<file path="src/rtl/tdm_tsa_pkg.sv">
package tdm_tsa_pkg;
  localparam int N_CH  = 6;
  localparam int N_STB = 4;
  localparam int ENT_W = 13;

  typedef struct packed {
    logic [3:0] stb;
    logic [2:0] chan;
    logic [3:0] cnt;
    logic       byt;
    logic       last;
  } tsa_entry_t;

  localparam logic [1:0] TM_ECHO = 2'd1;
  localparam logic [1:0] TM_LOOP = 2'd2;

  // Number of bit cycles in an entry, minus one.
  function automatic logic [6:0] run_bits(input tsa_entry_t e);
    return e.byt ? {e.cnt, 3'b111} : {3'b000, e.cnt};
  endfunction
endpackage

</file>
<file path="src/rtl/tsa_table.sv">
module tsa_table
  import tdm_tsa_pkg::*;
#(
  parameter int ENTRIES = 32,
  localparam int AW = $clog2(ENTRIES)
) (
  input  logic          clk,
  input  logic          rst_n,
  input  logic          wr_en,
  input  logic [AW-1:0] wr_addr,
  input  tsa_entry_t    wr_data,
  input  logic          act_bank,
  input  logic [AW-1:0] rd_addr,
  output tsa_entry_t    rd_data
);
  tsa_entry_t mem [2][ENTRIES];

  always_ff @(posedge clk) begin
    if (!rst_n) begin
      for (int b = 0; b < 2; b++)
        for (int i = 0; i < ENTRIES; i++)
          mem[b][i] <= '0;
    end else if (wr_en) begin
      mem[~act_bank][wr_addr] <= wr_data;
    end
  end

  assign rd_data = mem[act_bank][rd_addr];
endmodule

</file>
<file path="src/rtl/tsa_seq.sv">
module tsa_seq
  import tdm_tsa_pkg::*;
#(
  parameter int ENTRIES = 32,
  parameter int DLY_W   = 2,
  localparam int AW = $clog2(ENTRIES)
) (
  input  logic             clk,
  input  logic             rst_n,
  input  logic             sync_in,
  input  logic [DLY_W-1:0] sync_dly,
  input  logic [6:0]       run_len,
  input  logic             ent_last,
  input  logic             swap_req,
  output logic [AW-1:0]    idx,
  output logic             act_bank,
  output logic             active,
  output logic             swap_pend,
  output logic             swap_done
);
  typedef enum logic [1:0] {S_IDLE, S_DELAY, S_RUN} seq_state_t;

  seq_state_t       state;
  logic [6:0]       bpos;
  logic [DLY_W-1:0] dcnt;
  logic             end_ent, frame_end, accept;

  assign active    = (state == S_RUN);
  assign end_ent   = (bpos == run_len);
  assign frame_end = active && end_ent && (ent_last || idx == AW'(ENTRIES - 1));
  assign accept    = sync_in && (state == S_IDLE || frame_end);

  always_ff @(posedge clk) begin
    if (!rst_n) begin
      state     <= S_IDLE;
      idx       <= '0;
      bpos      <= '0;
      dcnt      <= '0;
      act_bank  <= 1'b0;
      swap_pend <= 1'b0;
      swap_done <= 1'b0;
    end else begin
      swap_done <= 1'b0;
      if (swap_req) swap_pend <= 1'b1;
      if (accept) begin
        if (swap_pend) begin
          act_bank  <= ~act_bank;
          swap_pend <= swap_req;
          swap_done <= 1'b1;
        end
        idx  <= '0;
        bpos <= '0;
        if (sync_dly == '0) begin
          state <= S_RUN;
        end else begin
          state <= S_DELAY;
          dcnt  <= sync_dly - DLY_W'(1);
        end
      end else begin
        case (state)
          S_DELAY: begin
            if (dcnt == '0) state <= S_RUN;
            else            dcnt  <= dcnt - DLY_W'(1);
          end
          S_RUN: begin
            if (end_ent) begin
              bpos <= '0;
              if (frame_end) state <= S_IDLE;
              else           idx   <= idx + AW'(1);
            end else begin
              bpos <= bpos + 7'd1;
            end
          end
          default: ;
        endcase
      end
    end
  end
endmodule

</file>
<file path="src/rtl/tsa_route.sv">
module tsa_route
  import tdm_tsa_pkg::*;
(
  input  logic             active,
  input  logic [2:0]       chan,
  input  logic [N_STB-1:0] stb,
  input  logic [1:0]       test_mode,
  input  logic             rxd,
  input  logic [N_CH-1:0]  tx_bits,
  output logic             txd,
  output logic             rx_bit,
  output logic [N_CH-1:0]  sel,
  output logic [N_STB-1:0] strobe
);
  logic tx_line;

  for (genvar g = 0; g < N_CH; g++) begin : g_sel
    assign sel[g] = active && (chan == 3'(g + 1));
  end

  assign tx_line = (|sel) ? |(sel & tx_bits) : 1'b1;
  assign txd     = (test_mode == TM_ECHO) ? rxd : tx_line;
  assign rx_bit  = (test_mode == TM_LOOP) ? tx_line : rxd;
  assign strobe  = active ? stb : '0;
endmodule

</file>
<file path="src/rtl/tdm_slot_router.sv">
module tdm_slot_router
  import tdm_tsa_pkg::*;
#(
  parameter int ENTRIES = 32,
  parameter int DLY_W   = 2,
  localparam int AW = $clog2(ENTRIES)
) (
  input  logic             clk,
  input  logic             rst_n,
  input  logic             frame_sync,
  input  logic [DLY_W-1:0] sync_dly,
  input  logic [1:0]       test_mode,
  input  logic             rxd,
  output logic             txd,
  output logic [5:0]       ch_rx_valid,
  output logic             ch_rx_bit,
  output logic [5:0]       ch_tx_req,
  input  logic [5:0]       ch_tx_bit,
  output logic [3:0]       strobe,
  input  logic             tbl_wr_en,
  input  logic [AW-1:0]    tbl_wr_addr,
  input  logic [12:0]      tbl_wr_data,
  input  logic             swap_req,
  output logic             swap_pend,
  output logic             swap_done
);
  tsa_entry_t    cur;
  logic [AW-1:0] idx;
  logic          act_bank, frame_act;
  logic [5:0]    sel;

  tsa_table #(.ENTRIES(ENTRIES)) u_table (
    .clk(clk), .rst_n(rst_n), .wr_en(tbl_wr_en), .wr_addr(tbl_wr_addr),
    .wr_data(tsa_entry_t'(tbl_wr_data)), .act_bank(act_bank),
    .rd_addr(idx), .rd_data(cur)
  );

  tsa_seq #(.ENTRIES(ENTRIES), .DLY_W(DLY_W)) u_seq (
    .clk(clk), .rst_n(rst_n), .sync_in(frame_sync), .sync_dly(sync_dly),
    .run_len(run_bits(cur)), .ent_last(cur.last), .swap_req(swap_req),
    .idx(idx), .act_bank(act_bank), .active(frame_act),
    .swap_pend(swap_pend), .swap_done(swap_done)
  );

  tsa_route u_route (
    .active(frame_act), .chan(cur.chan), .stb(cur.stb), .test_mode(test_mode),
    .rxd(rxd), .tx_bits(ch_tx_bit), .txd(txd), .rx_bit(ch_rx_bit),
    .sel(sel), .strobe(strobe)
  );

  assign ch_rx_valid = sel;
  assign ch_tx_req   = sel;
endmodule

</file>
<file path="config.mk">
export PLATFORM = sky130hd
export DESIGN_NAME = tdm_slot_router
export DESIGN_NICKNAME = d
export VERILOG_FILES = /design/src/rtl/tdm_tsa_pkg.sv /design/src/rtl/tsa_table.sv /design/src/rtl/tsa_seq.sv /design/src/rtl/tsa_route.sv /design/src/rtl/tdm_slot_router.sv
export SDC_FILE = /design/constraint.sdc
export NUM_CORES = 1
export LEC_CHECK = 0
export BUFFER_PORTS_ARGS = -buffer_cell sky130_fd_sc_hd__buf_2
export CAP_MARGIN = 20
export CELL_PAD_IN_SITES_DETAIL_PLACEMENT = 0
export CELL_PAD_IN_SITES_GLOBAL_PLACEMENT = 1
export CORE_ASPECT_RATIO = 1.75
export CORE_UTILIZATION = 36
export DETAILED_ROUTE_END_ITERATION = 10
export GPL_TIMING_DRIVEN = 0
export PLACE_DENSITY_LB_ADDON = 0.1
export SLEW_MARGIN = 15
export SYNTH_ARGS = -nofsm -noshare
export SYNTH_HDL_FRONTEND = slang
export SYNTH_SLANG_ARGS = --single-unit
</file>
<file path="constraint.sdc">
create_clock -name clk -period 7.3 [get_ports clk]
set_input_delay 0 -clock clk [delete_from_list [all_inputs] [get_ports clk]]
set_output_delay 0 -clock clk [all_outputs]
set_load 0.03 [all_outputs]
</file>
==> results.md <==
- Outcome: finished clean
- Post-Syn Nets: roughly 2200
- Final setup fails: 0
- Max-slew violations: 0
- Largest net degree at the start of global routing: 32
- H-tree levels: 3
- Ranking of synthesized cells by area: edfxtp_1, mux4_2, nor2_1, mux2i_1, nand2_1
- Routed Antenna Nets: 0
- Post-CTS sizing: 0
- DR WL/cell: 33.7 um
- GR Util All Layers: 25.5%
- M2 GR Usage: about half
- Reg2reg end: u_seq.dcnt[1]
- Reg-to-reg slack, setup: between 1 and 1.5 ns
- Slowest CP cell: clkbuf_1
- Worst Min Path Start: tbl_wr_en
- Worst vdd ir: between 0.15 and 0.2 mV
- WS Path Type: reg2out
- CP cell instances: buf_2 > buf_2 > buf_2 > buf_1 > buf_1 > clkbuf_1 > mux4_2 > mux4_2 > mux4_2 > and2_1 > buf_2
- Met1 GRT Util: 27.8%
- Slew headroom: between 20% and 30%
- R2R Path Start: u_seq.idx[0]
- Setup Fix Bufs, Post-CTS: 0
- Hold Path End: u_table.mem[0][52]
- Clk Latency, worst-skew pair: between 0.6 and 0.7 ns
- Final net count: 2427
- Hold Path Class: in2reg
- Drt via density: 5.54
- IO buf count: 49
- First-pass GRT wire length: 173000 um
- Max Root-Sink Buffers: 3
- Clk root buf: clkbuf_16
- CTS tree: built
- Die width: 241 um
- Post-synth top cells: edfxtp_1, nor2_1, mux4_2
- Critical path arrival: 6.76 ns
- RSZ-0062 raised after global routing: false
- Grt ovf: 0
- Initial antenna violation count: 2
- RePlAce Congestion: around 0.84
- Layout cells sized above 1: 20.7%
- Worst Path Required: 7.30 ns
- IO Count: 54
- Final Hold Vio Count: 0
- Pre-antenna DRT Iters: 5
- CP Max Fanout: 10
- Cell variety after synth: 67
- Ys flop type: edfxtp_1
- Yosys top cell by area: edfxtp_1
- Total power: around 11000 uW
- Final critical-path share of the clock period: about 93%
- Yosys top cell area share: 69.4%
- Cell Rows: 153
- Worst reg2reg path depth: 14
- Residual DRC: 0
- CP Launch Type: flop
- Met3 usage: 2.83%
- Hold path depth: 3
- Pwr dens: 262 mW/mm2
- Setup crit end kind: output pin
- Cts hold-fix bufs: 25
- Register area share after synthesis: a little over two thirds
- EDFF count, synth: 832
- Max-cap viol count: 0
- CTS Buf Count: 82
- Synth Instances: 2198
- #FFs+latches synth: between 800 and 900
- Fillcell total: 9199
- DRT iter0 DRCs: between 1500 and 2000
- Most frequent cell after synthesis: edfxtp_1
- Worst-Margin Slew: 1.19 ns
- Final Skew: roughly 0.026 ns
- Most used cell, CP: buf_2
- Height of the die: 420 um
- Peak Freq: 148 MHz
- P_leak: 0.0139 uW
- GRT Max-Usage Layer: met2
- Setup Total Neg Slack: 0 ns
- Die area: 0.101 mm2
- Clock Sinks: 852
- Asr flop ratio synth: 0%
- Core region area: just under 0.1 mm2
- Finished Layout Cells: 3769
- Avg Cell Area, Syn: roughly 16 um2
- Post-Syn Area: 0.0360 mm2
- Crit-path max cell delay: around 0.94 ns
- Final wirelength: between 100000 and 150000 um
- Initial Util: 36.3%
- Vias in the first global route: 21800
- Area Overhead vs Synth: 15.0%
- Syn. warnings: 0
- Min cycle time layout: 6.76 ns
- Hpwl dp: 94300 um
- Placed Instances: approximately 3600
- Clock slew at reported path FFs: ~0.06 ns
- Routed via count: 20900
-- metal layers --
metal,part of all wire [%],vias up
li1,-,8797
met1,35,11300
met2,57,661
met3,4.2,150
met4,3.9,0
met5,0,-
-- how the worst max path moves through the flow --
stage	slack [ns]	cells after the start	end	startpoint
2_1_floorplan	3.62	12	txd	u_seq.idx[0]
3_3_place_gp	1.19	11	strobe[3]	u_seq.idx[0]
3_5_place_dp	1.26	11	strobe[3]	u_seq.idx[0]
4_1_cts	0.54	11	strobe[3]	u_seq.idx[0]
5_1_grt	0.44	11	strobe[3]	u_seq.idx[0]
6_report	0.54	11	strobe[3]	u_seq.idx[0]
-- logic make-up (layout without fill, tap and decap cells) --
kind of cell | after synthesis | after routing | share of synthesized area [%]
compound gates | 133 | 133 | 2.64
fa+ha+maj | 3 | 3 | 0.104
other cells | 0 | 1 | 0
simple gates | 705 | 705 | 8.00
buf+inv | 199 | 452 | 2.64
xor+xnor | 6 | 6 | 0.146
flops | 852 | 852 | 70.5
mux | 300 | 300 | 15.9
-- cells in the final DEF, fill, tap and decap left out, drive strengths merged, types with 4 or more instances in the layout --
master / netlist / layout
edfxtp: 832 / 832
nor2: 481 / 481
clkbuf: 124 / 227
mux4: 216 / 216
nand2: 136 / 136
buf: 52 / 134
mux2i: 71 / 71
a21oi: 36 / 36
clkinv: 1 / 35
dlygate4sd3: 0 / 25
inv: 22 / 22
nand3: 21 / 21
dfxtp: 20 / 20
a22oi: 19 / 19
mux2: 13 / 13
and2: 11 / 11
o21ai: 11 / 11
and3: 10 / 10
nor2b: 10 / 10
a31oi: 10 / 10
o211a: 8 / 8
bufinv: 0 / 8
nor3b: 7 / 7
xnor2: 6 / 6
a21boi: 6 / 6
and3b: 5 / 5
nand2b: 5 / 5
a22o: 5 / 5
o21a: 5 / 5
nor3: 5 / 5
nand4: 4 / 4
a221oi: 4 / 4
a211oi: 4 / 4
-- where the power goes --
part	internal [uW]	switching, uW
Sequential	5660	73.4
Combinational	278	538
Clock	2400	1920
-- final cells by class --
| type | count | area (um2) | area share [%] |
|---|---|---|---|
| clock buffer | 102 | 2170 | 5.24 |
| multi-input combinational | 1147 | 9780 | 23.6 |
| inverter | 23 | 86.3 | 0.209 |
| timing repair buffer | 108 | 1020 | 2.47 |
| tap | 1317 | 1650 | 3.98 |
| clock inverter | 43 | 439 | 1.06 |
| antenna | 1 | 2.50 | 0.00604 |
| buffer | 176 | 872 | 2.11 |
| sequential | 852 | 25400 | 61.3 |
-- state kept, by name, indices dropped and copies added, names as in the netlist, named ones only --
signal,count
u_seq.swap_pend,1
u_seq.act_bank,1
u_seq.swap_done,1
u_seq.dcnt,2
u_seq.idx,5
u_seq.state,2
u_seq.bpos,7
u_table.mem,832
-- through the flow --
step / instance area [um2] / utilization (%) / hold slack [ns] / worst slack, ns
4_1_cts: 41300 / 41.6 / 0.00463 / 0.541
6_report: 41400 / 41.8 / 0.0551 / 0.538
5_1_grt: 41400 / 41.8 / 0.0107 / 0.436
3_3_place_gp: 37900 / 38.2 / 0.211 / 1.19
3_5_place_dp: 38400 / 38.7 / 0.223 / 1.26
2_1_floorplan: 36000 / - / 0.124 / 3.62
-- critical path: cells and delay by family (launching register included) --
family                 cells  cell delay (ns)
buffers and inverters      7             3.81
DFF                        1             0.49
muxes                      3             1.56
and+or+nand+nor            1             0.19
Note: power is estimated with default switching activity, not from simulation.
